--- config.mk ---
export PLATFORM = sky130hd
export DESIGN_NAME = kbd_sc2_decoder
export DESIGN_NICKNAME = d
export VERILOG_FILES = /design/src/rtl/kbd_sc2_pkg.sv /design/src/rtl/kbd_sc2_classify.sv /design/src/rtl/kbd_sc2_fsm.sv /design/src/rtl/kbd_sc2_outreg.sv /design/src/rtl/kbd_sc2_decoder.sv
export SDC_FILE = /design/constraint.sdc
export NUM_CORES = 1
export LEC_CHECK = 0
export ABC_AREA = 1
export BUFFER_PORTS_ARGS = -buffer_cell sky130_fd_sc_hd__buf_2
export CORE_ASPECT_RATIO = 0.7
export CORE_UTILIZATION = 51
export CTS_CLUSTER_SIZE = 16
export DETAILED_ROUTE_END_ITERATION = 8
export PLACE_DENSITY = 0.86
export REMOVE_ABC_BUFFERS = 1
export SYNTH_ARGS = -nofsm -noshare
export SYNTH_HDL_FRONTEND = slang
export SYNTH_HIERARCHICAL = 1
export SYNTH_SLANG_ARGS = --single-unit
--- constraint.sdc ---
create_clock -name clk -period 1.99 [get_ports clk]
set_input_delay 0 -clock clk [delete_from_list [all_inputs] [get_ports clk]]
set_output_delay 0 -clock clk [all_outputs]
set_load 0.005 [all_outputs]
--- src/rtl/kbd_sc2_pkg.sv ---
package kbd_sc2_pkg;

    localparam int BYTE_W    = 8;
    localparam int PAUSE_LEN = 8;
    localparam int PIDX_W    = $clog2(PAUSE_LEN);

    typedef logic [BYTE_W-1:0] byte_t;
    typedef logic [PIDX_W-1:0] pidx_t;

    localparam byte_t PFX_EXT   = 8'hE0;
    localparam byte_t PFX_BRK   = 8'hF0;
    localparam byte_t PFX_PAUSE = 8'hE1;

    typedef enum logic [2:0] {
        ST_IDLE,
        ST_EXT,
        ST_BRK,
        ST_EXT_BRK,
        ST_PAUSE
    } dec_state_e;

    typedef enum logic [1:0] {
        EV_NONE,
        EV_KEY,
        EV_RSP,
        EV_ERR
    } ev_kind_e;

    typedef struct packed {
        ev_kind_e kind;
        byte_t    code;
        logic     ext;
        logic     brk;
        logic     pause;
    } dec_ev_t;

    // Keyboard reply bytes that never count as key codes
    function automatic logic is_reply(byte_t b);
        case (b)
            8'hAA, 8'hFC, 8'hFA, 8'hEE, 8'hFE, 8'h00, 8'hFF: return 1'b1;
            default:                                         return 1'b0;
        endcase
    endfunction

    // Expected byte at each position of the pause burst
    function automatic byte_t pause_byte(pidx_t i);
        case (i)
            3'd0:    return 8'hE1;
            3'd1:    return 8'h14;
            3'd2:    return 8'h77;
            3'd3:    return 8'hE1;
            3'd4:    return 8'hF0;
            3'd5:    return 8'h14;
            3'd6:    return 8'hF0;
            default: return 8'h77;
        endcase
    endfunction

endpackage

--- src/rtl/kbd_sc2_classify.sv ---
module kbd_sc2_classify
    import kbd_sc2_pkg::*;
(
    input  byte_t in_byte,
    output logic  c_ext,
    output logic  c_brk,
    output logic  c_pause,
    output logic  c_reply
);

    always_comb begin
        c_ext   = (in_byte == PFX_EXT);
        c_brk   = (in_byte == PFX_BRK);
        c_pause = (in_byte == PFX_PAUSE);
        c_reply = is_reply(in_byte);
    end

endmodule

--- src/rtl/kbd_sc2_fsm.sv ---
module kbd_sc2_fsm
    import kbd_sc2_pkg::*;
(
    input  logic    clk,
    input  logic    rst_n,
    input  logic    in_valid,
    input  byte_t   in_byte,
    input  logic    c_ext,
    input  logic    c_brk,
    input  logic    c_pause,
    input  logic    c_reply,
    output dec_ev_t ev
);

    localparam pidx_t LAST_IDX = pidx_t'(PAUSE_LEN - 1);

    dec_state_e st, st_n;
    pidx_t      idx, idx_n;
    logic       misplaced;

    // State register
    always_ff @(posedge clk) begin
        if (!rst_n) begin
            st  <= ST_IDLE;
            idx <= '0;
        end else begin
            st  <= st_n;
            idx <= idx_n;
        end
    end

    assign misplaced = c_ext | c_brk | c_pause | c_reply;

    // Next state and event decode
    always_comb begin
        st_n     = st;
        idx_n    = idx;
        ev.kind  = EV_NONE;
        ev.code  = in_byte;
        ev.ext   = 1'b0;
        ev.brk   = 1'b0;
        ev.pause = 1'b0;
        if (in_valid) begin
            unique case (st)
                ST_IDLE: begin
                    if (c_ext) begin
                        st_n = ST_EXT;
                    end else if (c_brk) begin
                        st_n = ST_BRK;
                    end else if (c_pause) begin
                        st_n  = ST_PAUSE;
                        idx_n = pidx_t'(1);
                    end else if (c_reply) begin
                        ev.kind = EV_RSP;
                    end else begin
                        ev.kind = EV_KEY;
                    end
                end
                ST_EXT: begin
                    if (c_brk) begin
                        st_n = ST_EXT_BRK;
                    end else if (misplaced) begin
                        ev.kind = EV_ERR;
                        st_n    = ST_IDLE;
                    end else begin
                        ev.kind = EV_KEY;
                        ev.ext  = 1'b1;
                        st_n    = ST_IDLE;
                    end
                end
                ST_BRK, ST_EXT_BRK: begin
                    st_n = ST_IDLE;
                    if (misplaced) begin
                        ev.kind = EV_ERR;
                    end else begin
                        ev.kind = EV_KEY;
                        ev.brk  = 1'b1;
                        ev.ext  = (st == ST_EXT_BRK);
                    end
                end
                ST_PAUSE: begin
                    if (in_byte != pause_byte(idx)) begin
                        ev.kind = EV_ERR;
                        st_n    = ST_IDLE;
                        idx_n   = '0;
                    end else if (idx == LAST_IDX) begin
                        ev.kind  = EV_KEY;
                        ev.pause = 1'b1;
                        ev.code  = pause_byte(LAST_IDX);
                        st_n     = ST_IDLE;
                        idx_n    = '0;
                    end else begin
                        idx_n = idx + pidx_t'(1);
                    end
                end
                default: begin
                    st_n  = ST_IDLE;
                    idx_n = '0;
                end
            endcase
        end
    end

endmodule

--- src/rtl/kbd_sc2_outreg.sv ---
module kbd_sc2_outreg
    import kbd_sc2_pkg::*;
(
    input  logic    clk,
    input  logic    rst_n,
    input  dec_ev_t ev,
    output logic    ev_valid,
    output byte_t   ev_code,
    output logic    ev_ext,
    output logic    ev_brk,
    output logic    ev_pause,
    output logic    rsp_valid,
    output byte_t   rsp_code,
    output logic    err_pulse
);

    logic is_key;
    assign is_key = (ev.kind == EV_KEY);

    always_ff @(posedge clk) begin
        if (!rst_n) begin
            ev_valid  <= 1'b0;
            ev_code   <= '0;
            ev_ext    <= 1'b0;
            ev_brk    <= 1'b0;
            ev_pause  <= 1'b0;
            rsp_valid <= 1'b0;
            rsp_code  <= '0;
            err_pulse <= 1'b0;
        end else begin
            ev_valid  <= is_key;
            ev_ext    <= is_key & ev.ext;
            ev_brk    <= is_key & ev.brk;
            ev_pause  <= is_key & ev.pause;
            rsp_valid <= (ev.kind == EV_RSP);
            err_pulse <= (ev.kind == EV_ERR);
            if (is_key)
                ev_code <= ev.code;
            if (ev.kind == EV_RSP)
                rsp_code <= ev.code;
        end
    end

endmodule

--- src/rtl/kbd_sc2_decoder.sv ---
module kbd_sc2_decoder
    import kbd_sc2_pkg::*;
(
    input  logic       clk,
    input  logic       rst_n,
    input  logic       byte_valid,
    input  logic [7:0] byte_data,
    output logic       ev_valid,
    output logic [7:0] ev_code,
    output logic       ev_ext,
    output logic       ev_brk,
    output logic       ev_pause,
    output logic       rsp_valid,
    output logic [7:0] rsp_code,
    output logic       err_pulse
);

    logic    c_ext, c_brk, c_pause, c_reply;
    dec_ev_t ev;

    kbd_sc2_classify u_cls (
        .in_byte (byte_data),
        .c_ext   (c_ext),
        .c_brk   (c_brk),
        .c_pause (c_pause),
        .c_reply (c_reply)
    );

    kbd_sc2_fsm u_fsm (
        .clk      (clk),
        .rst_n    (rst_n),
        .in_valid (byte_valid),
        .in_byte  (byte_data),
        .c_ext    (c_ext),
        .c_brk    (c_brk),
        .c_pause  (c_pause),
        .c_reply  (c_reply),
        .ev       (ev)
    );

    kbd_sc2_outreg u_out (
        .clk       (clk),
        .rst_n     (rst_n),
        .ev        (ev),
        .ev_valid  (ev_valid),
        .ev_code   (ev_code),
        .ev_ext    (ev_ext),
        .ev_brk    (ev_brk),
        .ev_pause  (ev_pause),
        .rsp_valid (rsp_valid),
        .rsp_code  (rsp_code),
        .err_pulse (err_pulse)
    );

endmodule

; ---- Word-level counts from Yosys, hierarchy flattened
; Index checks and enable logic that the tools add are counted.
[classes]
add_sub_neg = 1
eq_ne = 28
muxes = 37
bitwise_logic = 7
reduce_logical = 11
[op_table]
columns = operator, n
row1 = "== test 8 bit, second input constant", 9
row2 = two-way mux 8 bit, 4
row3 = two-way mux 3 bit, 10
row4 = one-hot mux 8 bit (3 select lines), 1
row5 = two-way mux 2 bit, 9
row6 = one-hot mux 3 bit (3 select lines), 2
row7 = "== test 3 bit, second input constant", 5
row8 = two-way mux 13 bit, 1
row9 = "== test 3 x 2 -> 1 bit, second input constant", 3
row10 = two-way mux 9 bit, 1
row11 = zero test 8 bit, 1
row12 = != test 8 bit, 1
row13 = one-hot mux 2 bit (4 select lines), 1
row14 = OR reduction 2 bit, 4
row15 = two-way mux 1 bit, 7
row16 = OR reduction 7 bit, 1
row17 = "== test 3 x 1 -> 1 bit, second input constant", 2
row18 = zero test 3 bit, 2
row19 = AND reduction 5 bit, 1
row20 = "== test 2 bit, second input constant", 2
row21 = "!= test 2 bit, second input constant", 2
row22 = "!= test 4 x 1 -> 1 bit, second input constant", 1
row23 = "adder 3 x 1 -> 3 bit, second input constant", 1
row24 = bitwise AND 1 bit, 3
row25 = other kinds (8), 10
[word_totals]
reg_bits = 28
in_bits = 11

; ---- Depth between registers and ports, before layout
[logic_depth]
ltp_word = 11
mapped_depth = 18

; ---- Hierarchy
; Netlist, hierarchy kept.
[by_module_without_submodules]
columns = module, n_inst, cells_per_inst, area_per_inst_um2, seq_area_each_um2
row1 = kbd_sc2_outreg, 1, 114, 945.9, 440.4
row2 = kbd_sc2_fsm, 1, 135, 864.6, 120.1
row3 = kbd_sc2_classify, 1, 37, 170.2, 0.0

; ---- Worst setup path after synthesis
; No wires, ideal clock.
[synth_timing]
path_kind = reg2reg
from = reg u_fsm.idx[0]
to = reg u_out.ev_code[1]
arrival_time_ps = 2040
path_slack_ps = -164
stages_incl_launch_ff = 17
path_buffers = 2
synth_period_minus_slack_ps = 2154
path_cell_list = dfxtp_1 -> ha_1 -> ha_1 -> inv_1 -> nand3_1 -> nand2_1 -> nand2_2 -> nor2_4 -> nand2_4 -> o21ai_0 -> a21oi_1 -> buf_6 -> inv_6 -> buf_12 -> nand3_2 -> nand2_1 -> nor2_2
[synth_rtl]
columns = item, line
row1 = start: declaration, kbd_sc2_fsm.sv:18  ; pidx_t idx, idx_n;
row2 = start signal: assignment, kbd_sc2_fsm.sv:28  ; idx <= idx_n;
row3 = end signal: assignment, kbd_sc2_outreg.sv:38  ; ev_code <= ev.code;
row4 = end: declaration, kbd_sc2_outreg.sv:8  ; output byte_t ev_code,

==> results.py <==
metrics = {
    "synthesis": {
        "synth_seq_cells": 28,
        "synth_top_area_share_pct": 28.30,
        "synthCells": 286,
        "yosys_warnings": 6,
        "synth-async-reset-ratio_pct": 0,
        "synth-edff-count": 0,
        "synth_ff_type": "dfxtp_1",
        "synthTopCellsByArea": "dfxtp_1 (28%), nand2_1 (9.3%), nor2_1 (9.3%)",
        "synth_common_cells": "nand2_1 (49), nor2_1 (49), inv_1 (38)",
        "synth_top_cell_by_area": "dfxtp_1",
        "ys_types": 32,
        "avgSynthCellArea_um2": 6.925,
        "synth_seq_area_share_pct": 28.30,
        "netlist_area_um2": 1981,
    },
    "routing": {
        "initialDrtViolationCount": 109,
        "ant_nets": 0,
        "vias": 2014,
        "drt-pass1-iter-count": 4,
        "via_per_inst": 5.099,
        "wl_per_cell_um": 13.18,
        "wirelength_um": 5207,
        "route.detailed.drc": 0,
    },
    "setup_path": {
        "r2r_cells": 14,
        "r2r_end": "u_out/rsp_code[4]$_SDFFE_PN0N_",
        "arrival_ns": 2.36,
        "regToRegSetupSlack_ns": -0.16,
        "path_max_fanout": 10,
        "critPathKind": "flip-flop to flip-flop",
        "crit_start": "u_fsm/idx[1]$_SDFFE_PN0P_",
        "cp-start-kind": "flip-flop",
        "required_ns": 2.20,
        "endpoint": "u_out/rsp_code[4]$_SDFFE_PN0N_",
        "endpoint_kind": "flip-flop",
        "reg2reg_from": "u_fsm/idx[1]$_SDFFE_PN0P_",
    },
    "place": {
        "dp_cells": 382,
        "place_ws_ns": -0.3088,
        "placed_area_um2": 2305,
        "finalWeightedCongestion": 0.9151,
        "dp_hpwl_um": 3620,
        "io_buffers": 32,
    },
    "floorplanning": {
        "coreArea_um2": 3626,
        "initial_core_util_pct": 54.62,
        "dieArea_um2": 4141,
        "fp.dieH_um": 54.14,
        "die-width_um": 76.49,
        "rows": 18,
        "ios": 33,
    },
    "pwr": {
        "p_int_mw": 1.774,
        "power_frac_seq_pct": 25.9,
        "p_total_mw": 3.185,
        "vdd_drop_max_uv": 799.0,
        "p_clk_share_pct": 10.7,
        "power_frac_comb_pct": 63.4,
        "p_switching_mw": 1.411,
        "p_per_area_nw_per_um2": 1219,
        "swShare_pct": 44.31,
        "cellLeakagePower_nw": 1.279,
    },
    "cells_and_area": {
        "final.fill_count": 277,
        "area_growth_pct": 31.96,
        "finish.utilization_pct": 72.08,
        "stdcell_area_um2": 2614,
        "drive_gt1_share_pct": 44.06,
        "finalNetCount": 362,
        "fin_cells": 395,
        "diodes": 0,
    },
    "sta": {
        "setup_viol": 22,
        "max_slew_margin_pct": 68.46,
        "whs_ns": 0.1574,
        "period_minus_slack_ns": 2.153,
        "grt_setup_unrepaired": "true",
        "layout_setup_ws_ns": -0.1628,
        "fin_tns_setup_ns": -2.579,
        "worst_pin_slew_ns": 0.4714,
        "finalHoldViolCount": 0,
        "finalCritPeriodShare_pct": 108.2,
        "skew_ns": 0.003385,
        "slew_violations": 0,
        "max_freq_ghz": 0.4645,
    },
    "outcome": {
        "violations": "negative setup slack",
        "outcome": "complete, but fails checks",
    },
    "global_routing": {
        "grt_pass1_wl_um": 7921,
        "first_global_vias": 1751,
        "grt_max_degree": 25,
        "grt_use_total_pct": 25.18,
        "grt_overflow_total": 0,
        "grt_antenna_before_repair": 0,
    },
    "flow_run": {
        "max-cap-violations": 0,
    },
    "cts": {
        "cts_buffers": 3,
        "cts_max_level": 1,
        "tritoncts": "done",
        "clk_pin_slew_ns": 0.09,
        "clock-sinks": 28,
        "cts_root_buf": "clkbuf_8",
        "clockBufferDepth": 2,
        "insertion_delay_ns": 0.27,
    },
    "min_path": {
        "hold_path.class": "input pin to flip-flop",
    },
}
[repair_timing]
item | CTS | global route
endpoints found under the setup margin | 25 | 26
gates resized for setup | 22 | 22
hold buffers | 0 | 0
pin swaps | 6 | 14
cloned | 2 | 1
buffers inserted | 5 | 2
[placed cells by master, fill, tap and decap left out, types with 3 or more instances in the layout]
master	instances
nand2_2	14
nand4_1	5
nand3_1	11
nand2_1	48
clkbuf_8	4
nor3_1	3
dfxtp_1	26
buf_4	20
inv_2	12
nor2_2	14
nor2_4	6
o21ai_0	5
inv_1	35
a21oi_1	7
buf_6	5
nor2_1	44
nand3_2	18
nand2_4	3
buf_2	32
or2_1	3
[registers in the layout, indices dropped and copies added, names as in the netlist]
signal           cells
u_out/err_pulse      1
u_fsm/idx            3
u_out/ev_ext         1
u_out/ev_code        8
u_out/ev_valid       1
u_out/rsp_code       8
u_out/rsp_valid      1
u_fsm/st             3
u_out/ev_pause       1
u_out/ev_brk         1
[layer usage]
metal	GRT usage [%]	routed length [um]
met5	0	0
met4	8.654	105
met3	6.102	356
met2	43.24	2394
met1	31.65	2351
[logic make-up (layout without fill, tap and decap cells)]
family / after synthesis / after routing / share of synthesized area [%]
and+or+nand+nor: 177 / 178 / 49.72
AOI/OAI and AO/OA: 19 / 19 / 5.749
DFF: 28 / 28 / 28.30
buffers and inverters: 57 / 115 / 13.08
adders and majority gates: 5 / 5 / 3.159
[power groups by stage]
stage | Clock, mW | Sequential (mW) | Combinational [mW]
finish | 0.340 | 0.825 | 2.02
global route | 0.371 | 0.843 | 2.19
CTS | 0.346 | 0.818 | 1.81
detailed placement | 0 | 0.823 | 1.60
global placement | 0 | 0.819 | 1.56
floorplan | 0 | 0.833 | 1.06
[worst max-delay path, stage by stage (launching register included)]
cell     delay, ns
dfxtp_4       0.37
ha_4          0.17
ha_4          0.16
a21oi_4       0.17
nand3_1       0.11
nand2_1       0.13
nor2_4        0.05
nand2_4       0.08
o21ai_4       0.07
a21oi_2       0.17
buf_6         0.18
inv_8         0.07
nor2_4        0.19
nor2_1        0.06
nor2_1        0.12
[worst min path at each step]
stage,startpoint,to,depth (start not counted)
after floorplan,rst_n,u_fsm/st[0]$_SDFFE_PN0P_,2
after global placement,u_out/ev_valid$_SDFF_PN0_,ev_valid,1
after detailed placement,u_out/ev_valid$_SDFF_PN0_,ev_valid,1
after CTS,rst_n,u_fsm/st[0]$_SDFFE_PN0P_,3
after global routing,rst_n,u_out/rsp_code[4]$_SDFFE_PN0N_,3
final,rst_n,u_fsm/st[0]$_SDFFE_PN0P_,3
[layout make-up]
class	count	area (um^2)	area share [%]
clock buffer	4	55.05	2.106
timing repair buffer	60	431.7	16.52
sequential	28	568.0	21.73
inverter	51	207.7	7.946
tap	50	62.56	2.393
multi-input combinational	202	1289	49.31
(Power assumes the default switching activity.)
